[src/rtl/rsup_pkg.sv]
package rsup_pkg;
  typedef enum logic [2:0] {
    S_SUPPLY_LOW = 3'd0,
    S_TIMEOUT    = 3'd1,
    S_IDLE       = 3'd2,
    S_MR_PULSE   = 3'd3,
    S_MR_LOCKOUT = 3'd4
  } rsup_state_e;
endpackage

[src/rtl/rsup_sync.sv]
module rsup_sync #(
  parameter int   STAGES  = 2,
  parameter logic RST_VAL = 1'b0
) (
  input  logic clk,
  input  logic rst,
  input  logic d_i,
  output logic q_o
);
  logic [STAGES-1:0] chain_q;

  generate
    for (genvar i = 0; i < STAGES; i++) begin : g_stage
      if (i == 0) begin : g_first
        always_ff @(posedge clk) begin
          if (rst) chain_q[0] <= RST_VAL;
          else     chain_q[0] <= d_i;
        end
      end else begin : g_next
        always_ff @(posedge clk) begin
          if (rst) chain_q[i] <= RST_VAL;
          else     chain_q[i] <= chain_q[i-1];
        end
      end
    end
  endgenerate

  assign q_o = chain_q[STAGES-1];
endmodule

[src/rtl/rsup_arm.sv]
module rsup_arm (
  input  logic clk,
  input  logic rst,
  input  logic idle_i,
  input  logic mr_s_i,
  output logic trig_o
);
  logic armed_q;

  // Armed only after the button is seen released while idle; cleared when a pulse fires.
  assign trig_o = idle_i && armed_q && !mr_s_i;

  always_ff @(posedge clk) begin
    if (rst)                  armed_q <= 1'b0;
    else if (trig_o)          armed_q <= 1'b0;
    else if (!idle_i)         armed_q <= 1'b0;
    else if (mr_s_i)          armed_q <= 1'b1;
  end


  armed_src_chk: assert property (@(posedge clk) disable iff (rst)
    $rose(armed_q) |-> $past(idle_i && mr_s_i));


  fire_once_chk: assert property (@(posedge clk) disable iff (rst)
    trig_o |=> !armed_q);
endmodule

[src/rtl/rsup_ctrl.sv]
module rsup_ctrl
  import rsup_pkg::*;
#(
  parameter int TIMEOUT_CYC = 100_000_000,
  parameter int LOCKOUT_CYC = 10_000
) (
  input  logic clk,
  input  logic rst,
  input  logic sok_i,
  input  logic trig_i,
  output logic idle_o,
  output logic rst_o,
  output logic rst_n_o
);
  localparam int MAXC = (TIMEOUT_CYC > LOCKOUT_CYC) ? TIMEOUT_CYC : LOCKOUT_CYC;
  localparam int CW   = $clog2(MAXC + 1);
  localparam logic [CW-1:0] T_LOAD = CW'(TIMEOUT_CYC - 1);
  localparam logic [CW-1:0] L_LOAD = CW'(LOCKOUT_CYC - 1);

  rsup_state_e state_q, state_d;
  logic [CW-1:0] cnt_q, cnt_d;
  logic          rst_q, rst_n_q, rst_d;

  always_comb begin
    state_d = state_q;
    cnt_d   = cnt_q;
    if (!sok_i) begin
      state_d = S_SUPPLY_LOW;
      cnt_d   = '0;
    end else begin
      unique case (state_q)
        S_SUPPLY_LOW: begin
          state_d = S_TIMEOUT;
          cnt_d   = T_LOAD;
        end
        S_TIMEOUT: begin
          if (cnt_q == '0) state_d = S_IDLE;
          else             cnt_d   = cnt_q - 1'b1;
        end
        S_IDLE: begin
          if (trig_i) begin
            state_d = S_MR_PULSE;
            cnt_d   = T_LOAD;
          end
        end
        S_MR_PULSE: begin
          if (cnt_q == '0) begin
            state_d = S_MR_LOCKOUT;
            cnt_d   = L_LOAD;
          end else begin
            cnt_d = cnt_q - 1'b1;
          end
        end
        S_MR_LOCKOUT: begin
          if (cnt_q == '0) state_d = S_IDLE;
          else             cnt_d   = cnt_q - 1'b1;
        end
        default: begin
          state_d = S_SUPPLY_LOW;
          cnt_d   = '0;
        end
      endcase
    end
  end

  assign rst_d = (state_d == S_SUPPLY_LOW) || (state_d == S_TIMEOUT) ||
                 (state_d == S_MR_PULSE);

  always_ff @(posedge clk) begin
    if (rst) begin
      state_q <= S_SUPPLY_LOW;
      cnt_q   <= '0;
      rst_q   <= 1'b1;
      rst_n_q <= 1'b0;
    end else begin
      state_q <= state_d;
      cnt_q   <= cnt_d;
      rst_q   <= rst_d;
      rst_n_q <= !rst_d;
    end
  end

  assign idle_o  = (state_q == S_IDLE);
  assign rst_o   = rst_q;
  assign rst_n_o = rst_n_q;


  supply_hold_chk: assert property (@(posedge clk) disable iff (rst)
    !sok_i |=> rst_q);


  timeout_load_chk: assert property (@(posedge clk) disable iff (rst)
    $rose(state_q == S_TIMEOUT) |-> cnt_q == T_LOAD);


  pulse_hold_chk: assert property (@(posedge clk) disable iff (rst)
    (state_q == S_MR_PULSE && sok_i && cnt_q != '0) |=> (state_q == S_MR_PULSE && rst_q));


  lockout_quiet_chk: assert property (@(posedge clk) disable iff (rst)
    (state_q == S_MR_LOCKOUT && sok_i) |=> (!rst_q && state_q != S_MR_PULSE));


  lockout_entry_chk: assert property (@(posedge clk) disable iff (rst)
    $rose(state_q == S_MR_LOCKOUT) |-> $past(state_q) == S_MR_PULSE);
endmodule

[src/rtl/reset_supervisor.sv]
module reset_supervisor #(
  parameter int TIMEOUT_CYC = 100_000_000,
  parameter int LOCKOUT_CYC = 10_000,
  parameter int SYNC_STAGES = 2
) (
  input  logic clk,
  input  logic rst,
  input  logic supply_ok_i,
  input  logic mr_n_i,
  output logic rst_n_o,
  output logic rst_o
);
  logic sok_s, mr_s, idle, trig;

  rsup_sync #(.STAGES(SYNC_STAGES), .RST_VAL(1'b0)) u_sync_sok (
    .clk(clk), .rst(rst), .d_i(supply_ok_i), .q_o(sok_s)
  );

  rsup_sync #(.STAGES(SYNC_STAGES), .RST_VAL(1'b1)) u_sync_mr (
    .clk(clk), .rst(rst), .d_i(mr_n_i), .q_o(mr_s)
  );

  rsup_arm u_arm (
    .clk(clk), .rst(rst), .idle_i(idle), .mr_s_i(mr_s), .trig_o(trig)
  );

  rsup_ctrl #(.TIMEOUT_CYC(TIMEOUT_CYC), .LOCKOUT_CYC(LOCKOUT_CYC)) u_ctrl (
    .clk(clk), .rst(rst), .sok_i(sok_s), .trig_i(trig),
    .idle_o(idle), .rst_o(rst_o), .rst_n_o(rst_n_o)
  );


  polarity_chk: assert property (@(posedge clk) disable iff (rst)
    rst_o != rst_n_o);
endmodule

[config.mk]
export PLATFORM = sky130hd
export DESIGN_NAME = reset_supervisor
export DESIGN_NICKNAME = d
export VERILOG_FILES = /design/src/rtl/rsup_pkg.sv /design/src/rtl/rsup_sync.sv /design/src/rtl/rsup_arm.sv /design/src/rtl/rsup_ctrl.sv /design/src/rtl/reset_supervisor.sv
export SDC_FILE = /design/constraint.sdc
export NUM_CORES = 1
export LEC_CHECK = 0
export ABC_CLOCK_PERIOD_IN_PS = 3050
export BUFFER_PORTS_ARGS = -buffer_cell sky130_fd_sc_hd__buf_2
export CORE_ASPECT_RATIO = 1.5
export CORE_MARGIN = 2
export CORE_UTILIZATION = 55
export DETAILED_ROUTE_END_ITERATION = 6
export PLACE_DENSITY = 0.72
export SYNTH_ARGS = -nofsm -noshare
export SYNTH_HDL_FRONTEND = slang
export SYNTH_SLANG_ARGS = --single-unit
[constraint.sdc]
create_clock -name clk -period 3.05 [get_ports clk]
set_clock_uncertainty 0.15 [all_clocks]
set_input_delay 0.4575 -clock clk [delete_from_list [all_inputs] [get_ports clk]]
set_output_delay 0.4575 -clock clk [all_outputs]
set_load 0.05 [all_outputs]
==> metrics, run 1 <==
outcome complete, no violations; hold_buf cts 0; Worst Path Arrival 2710 ps; Final period util 87.8%; Peak supply drop 0.337 mV; Layout Nets 289; final hold viol count 0; layout cell share with drive strength beyond 1 17.5%; gr usage total 27.8%; post-route ant nets 0; Rel. slew slack 58.9%; class of the worst hold path input port to register; Layout Utilization 62.7%; crit path kind register to register; Max-Cap Viols 0; flop-to-flop setup slack 370 ps; Synth cell types 63; post-synthesis cell count 269; RSZ-0062 raised after global routing no; Initial DRC Count 117; Post-Syn Area 2210 sq um; flops & latches, synth 37; first-pass GRT wire length 9.73 mm; Wirelength per Cell 18.3 um; Placer Congestion 0.946; post-synth net total 274; Worst R2R Start u_ctrl.cnt_q[0]$_SDFFE_PP0P_; Vias 2167; antenna violations before repair 0; top post-synthesis cells by area dfxtp_1 (34%), nor2_1 (5.1%), o21ai_0 (4.3%), a21oi_1 (3.8%), nor4_1 (3.1%); Worst Hold Depth 2; clk sinks 37; FMAX 0.374 GHz; clk_lat worst skew 300 ps; detailed-placement wirelength estimate 4.49 mm; Async SR Flop Fraction 0%; final setup fails 0; Leak Pwr 0.945 nW; Critical Path Fanout Max 9; Main synth FF type dfxtp_1; IO Pins 6; largest net degree at the start of global routing 16; clock period minus worst slack 2680 ps; DRC Markers 0; Yosys Warn Count 0; count of pins over their slew limit 0; Required @ worst endpoint 3090 ps; vias in the first global route 2023; final wirelength 6.05 mm; port bufs 5; Synth top area share 33.5%; Via density 6.57; Antenna diodes 0; Reg clk slew, reported paths 70 ps; number of flops mapped to enable cells by yosys 0; cell accounting for the most synthesized area dfxtp_1; post-CTS setup buffers 0; layout overhead on the synthesized area 10.2%; R2R cell count 8; die span in y 81.7 um; worst reg2reg endpoint u_ctrl.cnt_q[22]$_SDFFE_PP0P_; Startpoint Class register; worst slew pin tran 612 ps; Cell Pwr Density 489 nW/um^2; setup TNS 0 ps; cell row count 28; syn avg cell area 8.22 sq um; Die W 55.8 um; grt total ovfl 0; Pre-Repair DR Iteration Count 4; htree depth 2; clock root cell clkbuf_8; core area 3890 sq um; sequential share of the synthesized area 33.5%; Hold Path Origin mr_n_i; starting density of the core 56.9%; CTS resizes 0; CTS tree built; clock buffers created by TritonCTS 5; Max Buffers Root-to-Sink 2; critical path capture point type register; Hold EP u_sync_mr.chain_q[0]$_SDFF_PP1_; die area 4550 sq um
## report_power, final
| part | total (W) | switching, W | internal, W |
|---|---|---|---|
| Clock | 0.000345 | 0.000187 | 0.000158 |
| Combinational | 0.000323 | 0.000191 | 0.000132 |
| Sequential | 0.000523 | 0.0000223 | 0.000501 |
| Total | 0.00119 | 0.000400 | 0.000791 |
## worst max-delay path, cell delays in order (launching register included)
cell,delay [ps]
dfxtp_1,330
inv_1,80
ha_1,170
or3b_1,440
and4b_1,480
a21oi_1,140
o21ai_2,310
o21ai_1,120
a221o_1,350
## state kept, by name, summed over array words and instances (netlist names)
name,cells
u_sync_mr.chain_q,1
u_sync_mr.q_o,1
u_arm.armed_q,1
u_sync_sok.chain_q,1
u_sync_sok.q_o,1
u_ctrl.state_q,3
u_ctrl.rst_o,1
u_ctrl.rst_n_o,1
u_ctrl.cnt_q,27
## cell usage after synthesis, types with 3 or more instances
cell type,n
buf_2,4
a22o_1,4
clkbuf_1,7
a21oi_1,17
nor3_1,10
nor2b_1,5
o21ai_0,19
dfxtp_1,37
nand2_1,17
nor3b_1,3
or2_2,6
a31oi_1,4
nand2b_1,4
o21ai_1,4
nor4_1,11
nand4_1,4
nor4_4,3
o22ai_1,3
inv_1,8
or3_1,4
xnor2_1,7
nor2_1,30
## cell families (layout without fill, tap and decap cells)
group,after synthesis,count (layout),synth area share [%]
flip-flops,37,37,33.5
adder cells (fa/ha/maj),1,1,0.566
XOR/XNOR,9,9,3.57
AO/OA/AOI/OAI,83,83,25.1
AND/OR/NAND/NOR,119,119,33.5
buffers and inverters,20,36,3.79
## placed cells by master, fill, tap and decap left out, drive strengths merged, types with 5 or more instances in the layout
cell and n:
nor4 15, nand2 17, buf 20, dfxtp 37, o21ai 25, xnor2 7, a21oi 18, nand4 5
nor2b 5, nor2 31, nor3 12, or2 7, inv 8, clkbuf 5
## worst max path at each step
stage	start	to	depth (start not counted)
floorplan	u_ctrl.cnt_q[0]$_SDFFE_PP0P_	u_ctrl.cnt_q[20]$_SDFFE_PP0P_	9
global placement	u_ctrl.cnt_q[0]$_SDFFE_PP0P_	u_ctrl.cnt_q[22]$_SDFFE_PP0P_	8
detailed placement	u_ctrl.cnt_q[0]$_SDFFE_PP0P_	u_ctrl.cnt_q[22]$_SDFFE_PP0P_	8
CTS	u_ctrl.cnt_q[0]$_SDFFE_PP0P_	u_ctrl.cnt_q[22]$_SDFFE_PP0P_	8
global route	u_ctrl.cnt_q[0]$_SDFFE_PP0P_	u_ctrl.cnt_q[22]$_SDFFE_PP0P_	8
finish	u_ctrl.cnt_q[0]$_SDFFE_PP0P_	u_ctrl.cnt_q[22]$_SDFFE_PP0P_	8
## metrics by stage
| stage | hold WS (ps) | setup slack, ps | std cells | area [sq um] | total power, W |
|---|---|---|---|---|---|
| CTS | 187 | 416 | 330 | 2440 | 0.00119 |
| finish | 191 | 373 | 330 | 2440 | 0.00119 |
| global route | 183 | 204 | 330 | 2440 | 0.00125 |
| detailed placement | 251 | 430 | 322 | 2350 | 0.000847 |
| global placement | 245 | 488 | 322 | 2350 | 0.000845 |
| floorplan | 239 | 672 | 269 | 2210 | 0.000769 |
## per-layer routing
| layer | up-vias | wire, um | share of wire, % | global-route usage (%) |
|---|---|---|---|---|
| met5 | - | 0 | 0 | 0 |
| met4 | 0 | 359 | 5.9 | 19.5 |
| met3 | 32 | 361 | 6.0 | 4.57 |
| met2 | 97 | 2960 | 49 | 47.9 |
| met1 | 1002 | 2380 | 39 | 31.4 |
| li1 | 1036 | - | - | - |
## cell type report
cell class                      instances  area [sq um]
Clock buffer                            5          68.8
Inverter                                8          30.0
Timing Repair Buffer                   20           138
Clock inverter                          3          17.5
Tap cell                               45          56.3
Fill cell                             341          1450
Multi-Input combinational cell        212          1390
Sequential cell                        37           741
(Power assumes the default switching activity.)
==> inputs of run 2 (changes only) <==
--- a/config.mk
+++ b/config.mk
@@ -7,9 +7,11 @@
 export LEC_CHECK = 0
 export ABC_CLOCK_PERIOD_IN_PS = 3050
 export BUFFER_PORTS_ARGS = -buffer_cell sky130_fd_sc_hd__buf_2
+export CAP_MARGIN = 20
 export CORE_ASPECT_RATIO = 1.5
-export CORE_MARGIN = 2
+export CORE_MARGIN = 10
 export CORE_UTILIZATION = 55
+export CTS_BUF_LIST = sky130_fd_sc_hd__clkbuf_16
 export DETAILED_ROUTE_END_ITERATION = 6
 export PLACE_DENSITY = 0.72
 export SYNTH_ARGS = -nofsm -noshare
==> run 2 against run 1 <==
Effect of this change: setup slack improved by 10 ps; maximum frequency rose by 0.38%; first-iteration DRC count rose by 72%; worst hold slack gained 19 ps; clock power is 44% higher; count of clock-buffer cells in the layout stayed put; sequential power about the same; sequential share of layout area fell by 0.42 points; cell area up 1.4%; critical endpoint unchanged; final cell count fell by 0.91%; via count fell by 0.92%.
==> metrics, run 2 (synthesis gave the netlist of run 1 again) <==
final hold viol count 0; post-route ant nets 0; CTS resizes 0; Regs by FF count u_ctrl.cnt_q (27), u_ctrl.state_q (3); port bufs 5; final wirelength 6.11 mm; Top reg by flops u_ctrl.cnt_q; Max-Cap Viols 0; CP Cell Sequence inv_1 -> ha_1 -> or3b_1 -> and4b_1 -> a31oi_1 -> o21ai_2 -> o21ai_1 -> a221o_1; post-CTS setup buffers 0; Reg clk slew, reported paths 50 ps; Initial DRC Count 201; total power 0.00134 W; DRC Markers 0; clock buffers created by TritonCTS 5; Leak Pwr 0.956 nW; crit path launch u_ctrl.cnt_q[0]$_SDFFE_PP0P_; most frequent cells in the layout dfxtp_1 (37), nor2_1 (30), o21ai_0 (19); vias in the first global route 2015; layout cell share with drive strength beyond 1 16.3%; Layout Nets 286; largest net degree at the start of global routing 16; met1 usage 19.8%; class of the worst hold path input port to register; Worst Path Arrival 2680 ps; CTS tree built; cell row count 28; Worst R2R Start u_ctrl.cnt_q[0]$_SDFFE_PP0P_; Required @ worst endpoint 3060 ps; clock root cell clkbuf_16; Pre-Repair DR Iteration Count 4; starting density of the core 56.3%; crit path kind register to register; CP peak stage delay 470 ps; critical path capture point type register; grt total ovfl 0; setup TNS 0 ps; first-pass GRT wire length 9.94 mm; CP max stage cell and4b_1; Critical Path Fanout Max 9; detailed-placement wirelength estimate 4.61 mm; met2 usage in global routing 29.0%; Largest register FFs 27; FMAX 0.375 GHz; Placer Congestion 0.979; Startpoint Class register; htree depth 2; Peak supply drop 0.403 mV; Die W 71.8 um; die area 7010 sq um; layout overhead on the synthesized area 11.8%; count of pins over their slew limit 0; worst slew pin tran 594 ps; Final period util 87.4%; commonest non-fill, non-tap cell in the layout dfxtp_1; Wirelength per Cell 18.7 um; IO Pins 6; gr usage total 17.4%; core area 3920 sq um; Cell Pwr Density 541 nW/um^2; Antenna diodes 0; die span in y 97.7 um; clk_lat worst skew 280 ps; antenna violations before repair 0; Vias 2147; Hold Path Origin mr_n_i; outcome complete, no violations; hold_buf cts 0; GR peak layer met2; RSZ-0062 raised after global routing no; Rel. slew slack 60.2%; met3 Use GR 2.86%; clk sinks 37; Via density 6.57; clock period minus worst slack 2670 ps; Max Buffers Root-to-Sink 2; final setup fails 0
[run 2: worst max-delay path, delay by kind of cell, from the launching register on]
kind	cells	cell delay, ps
DFF	1	330
AOI/OAI and AO/OA	4	920
adders and majority gates	1	170
buffers and inverters	1	80
and+or+nand+nor	2	900
[run 2: path summary, 6_finish.rpt]
kind                                      to  slack [ps]  cells after the start
max reg2reg    u_ctrl.cnt_q[22]$_SDFFE_PP0P_         380                      8
min          u_sync_mr.chain_q[0]$_SDFF_PP1_         210                      2
min reg2reg         u_sync_mr.q_o$_SDFF_PP1_         260                      1
max            u_ctrl.cnt_q[22]$_SDFFE_PP0P_         380                      8
[run 2: area by class of cell]
| type | count | area [sq um] |
|---|---|---|
| fill | 370 | 1450 |
| multi-input combinational | 212 | 1390 |
| sequential | 37 | 741 |
| clock buffer | 5 | 125 |
| timing repair buffer | 17 | 115 |
| tap | 45 | 56.3 |
| inverter | 8 | 30.0 |
| clock inverter | 3 | 17.5 |
[run 2: per-layer routing]
layer | wire (um) | vias to the layer above
li1 | - | 1040
met1 | 2440 | 997
met2 | 3010 | 82
met3 | 376 | 28
met4 | 286 | 0
met5 | 0 | -
[run 2: power breakdown]
| group | total [W] | internal, W | switching, W |
|---|---|---|---|
| clock network | 0.000496 | 0.000299 | 0.000197 |
| logic | 0.000316 | 0.000131 | 0.000185 |
| registers | 0.000525 | 0.000502 | 0.0000234 |
[run 2: stage by stage]
step | instances | util, % | instance area [sq um] | hold WS [ps] | worst slack, ps
2_1_floorplan | 269 | - | 2210 | 239 | 672
3_3_place_gp | 319 | 59.3 | 2330 | 251 | 478
3_5_place_dp | 319 | 59.3 | 2330 | 253 | 417
4_1_cts | 327 | 63.0 | 2470 | 209 | 398
5_1_grt | 327 | 63.0 | 2470 | 220 | 162
6_report | 327 | 63.0 | 2470 | 210 | 383
==> inputs of run 3 (changes only) <==
--- a/config.mk
+++ b/config.mk
@@ -5,7 +5,7 @@
 export SDC_FILE = /design/constraint.sdc
 export NUM_CORES = 1
 export LEC_CHECK = 0
-export ABC_CLOCK_PERIOD_IN_PS = 3050
+export ABC_CLOCK_PERIOD_IN_PS = 3000
 export BUFFER_PORTS_ARGS = -buffer_cell sky130_fd_sc_hd__buf_2
 export CAP_MARGIN = 20
 export CORE_ASPECT_RATIO = 1.5
==> constraint.sdc (replaced) <==
create_clock -name clk -period 3 [get_ports clk]
set_clock_uncertainty 0.15 [all_clocks]
set_input_delay 0.45 -clock clk [delete_from_list [all_inputs] [get_ports clk]]
set_output_delay 0.45 -clock clk [all_outputs]
set_load 0.05 [all_outputs]
==> run 3 against run 2 <==
Effect of this change: count of clock-buffer cells in the layout is the same; maximum frequency shrank 2.6%; combinational power grew 2%; sequential power grew 2%; non-clock buffer count grew 1; setup slack lost 120 ps; power grew 1.7%; register-to-register slack lost 120 ps; critical path type unchanged; critical endpoint unchanged; largest cell class unchanged; highest routed layer unchanged.
==> metrics, run 3 (synthesis gave the netlist of run 1 again) <==
outcome complete, no violations; Rel. slew slack 57.2%; largest net degree at the start of global routing 16; worst slew pin tran 641 ps; crit path kind register to register; grt total ovfl 0; CP max stage cell and4b_1; Antenna diodes 0; Startpoint Class register; class of the worst hold path input port to register; first-pass GRT wire length 10.1 mm; Worst Path Arrival 2760 ps; FMAX 0.365 GHz; htree depth 2; critical path capture point type register; Critical Path Fanout Max 9; cell row count 28; Reg clk slew, reported paths 50 ps; die area 7010 sq um; antenna violations before repair 0; DRC Markers 0; starting density of the core 56.3%; CP Cell Sequence inv_1 -> ha_1 -> or3b_1 -> and4b_1 -> a31oi_1 -> o21ai_2 -> o21ai_1 -> a221o_1; Regs by FF count u_ctrl.cnt_q (27), u_ctrl.state_q (3); clock period minus worst slack 2740 ps; Cell Pwr Density 549 nW/um^2; Pre-Repair DR Iteration Count 4; CP peak stage delay 490 ps; Die W 71.8 um; final wirelength 6.14 mm; Vias 2134; final hold viol count 0; hold_buf cts 0; core area 3920 sq um; clk_lat worst skew 280 ps; layout cell share with drive strength beyond 1 17.0%; Wirelength per Cell 18.7 um; Peak supply drop 0.520 mV; clock buffers created by TritonCTS 5; Layout Nets 287; layout overhead on the synthesized area 12.1%; CTS resizes 0; post-route ant nets 0; RSZ-0062 raised after global routing no; Placer Congestion 0.953; port bufs 5; total power 0.00136 W; most frequent cells in the layout dfxtp_1 (37), nor2_1 (30), o21ai_0 (19); detailed-placement wirelength estimate 4.68 mm; vias in the first global route 2098; IO Pins 6; commonest non-fill, non-tap cell in the layout dfxtp_1; count of pins over their slew limit 0; Initial DRC Count 159; Via density 6.51; Top reg by flops u_ctrl.cnt_q; gr usage total 17.7%; final setup fails 0; Fillers 368; CP top delay family compound AO/OA/AOI/OAI gates; Final period util 91.3%; Max-Cap Viols 0; CTS tree built; Required @ worst endpoint 3020 ps; die span in y 97.7 um; buffers and inverters on the worst path 1; clk sinks 37; Max Buffers Root-to-Sink 2; Largest register FFs 27; post-CTS setup buffers 0; Leak Pwr 0.958 nW; clock root cell clkbuf_16; setup TNS 0 ps
run 3: cell count changes in the layout (fill, tap and decap cells not counted), sizes merged:
| cell | previous run | this run |
|---|---|---|
| clkinv | 3 | 2 |
| buf | 17 | 18 |
| clkinvlp | 0 | 1 |
run 3: cell type report:
type	instances	area [sq um]	area share (%)
multi-input combinational	212	1390	55.9
sequential	37	741	29.9
clock buffer	5	125	5.05
timing repair buffer	18	123	4.95
tap	45	56.3	2.27
inverter	8	30.0	1.21
clock inverter	3	17.5	0.707
run 3: power breakdown:
part           total (W)  internal, W  switching (W)
Combinational   0.000323     0.000134       0.000190
Sequential      0.000534     0.000510      0.0000240
Clock           0.000503     0.000304       0.000199
run 3: path summary, 6_finish.rpt:
| kind | start | end | slack [ps] | depth (start not counted) |
|---|---|---|---|---|
| setup reg to reg | u_ctrl.cnt_q[0]$_SDFFE_PP0P_ | u_ctrl.cnt_q[22]$_SDFFE_PP0P_ | 260 | 8 |
| hold / removal | mr_n_i | u_sync_mr.chain_q[0]$_SDFF_PP1_ | 210 | 2 |
| setup / recovery | u_ctrl.cnt_q[0]$_SDFFE_PP0P_ | u_ctrl.cnt_q[22]$_SDFFE_PP0P_ | 260 | 8 |
| hold reg to reg | u_sync_mr.chain_q[0]$_SDFF_PP1_ | u_sync_mr.q_o$_SDFF_PP1_ | 280 | 1 |
run 3: through the flow:
| step | utilization (%) | instance area (sq um) | instances | hold WS, ps | worst slack [ps] |
|---|---|---|---|---|---|
| floorplan | - | 2210 | 269 | 239 | 622 |
| global placement | 59.5 | 2340 | 320 | 257 | 413 |
| detailed placement | 59.5 | 2340 | 320 | 267 | 309 |
| CTS | 63.2 | 2480 | 328 | 211 | 285 |
| global route | 63.2 | 2480 | 328 | 214 | 130 |
| finish | 63.2 | 2480 | 328 | 205 | 261 |
run 3: layer usage:
metal	wire length, um	up-vias	GRT usage (%)
li1	-	1041	-
met1	2510	1005	19.0
met2	3020	64	29.2
met3	318	24	4.09
met4	293	0	12.4
met5	0	-	0
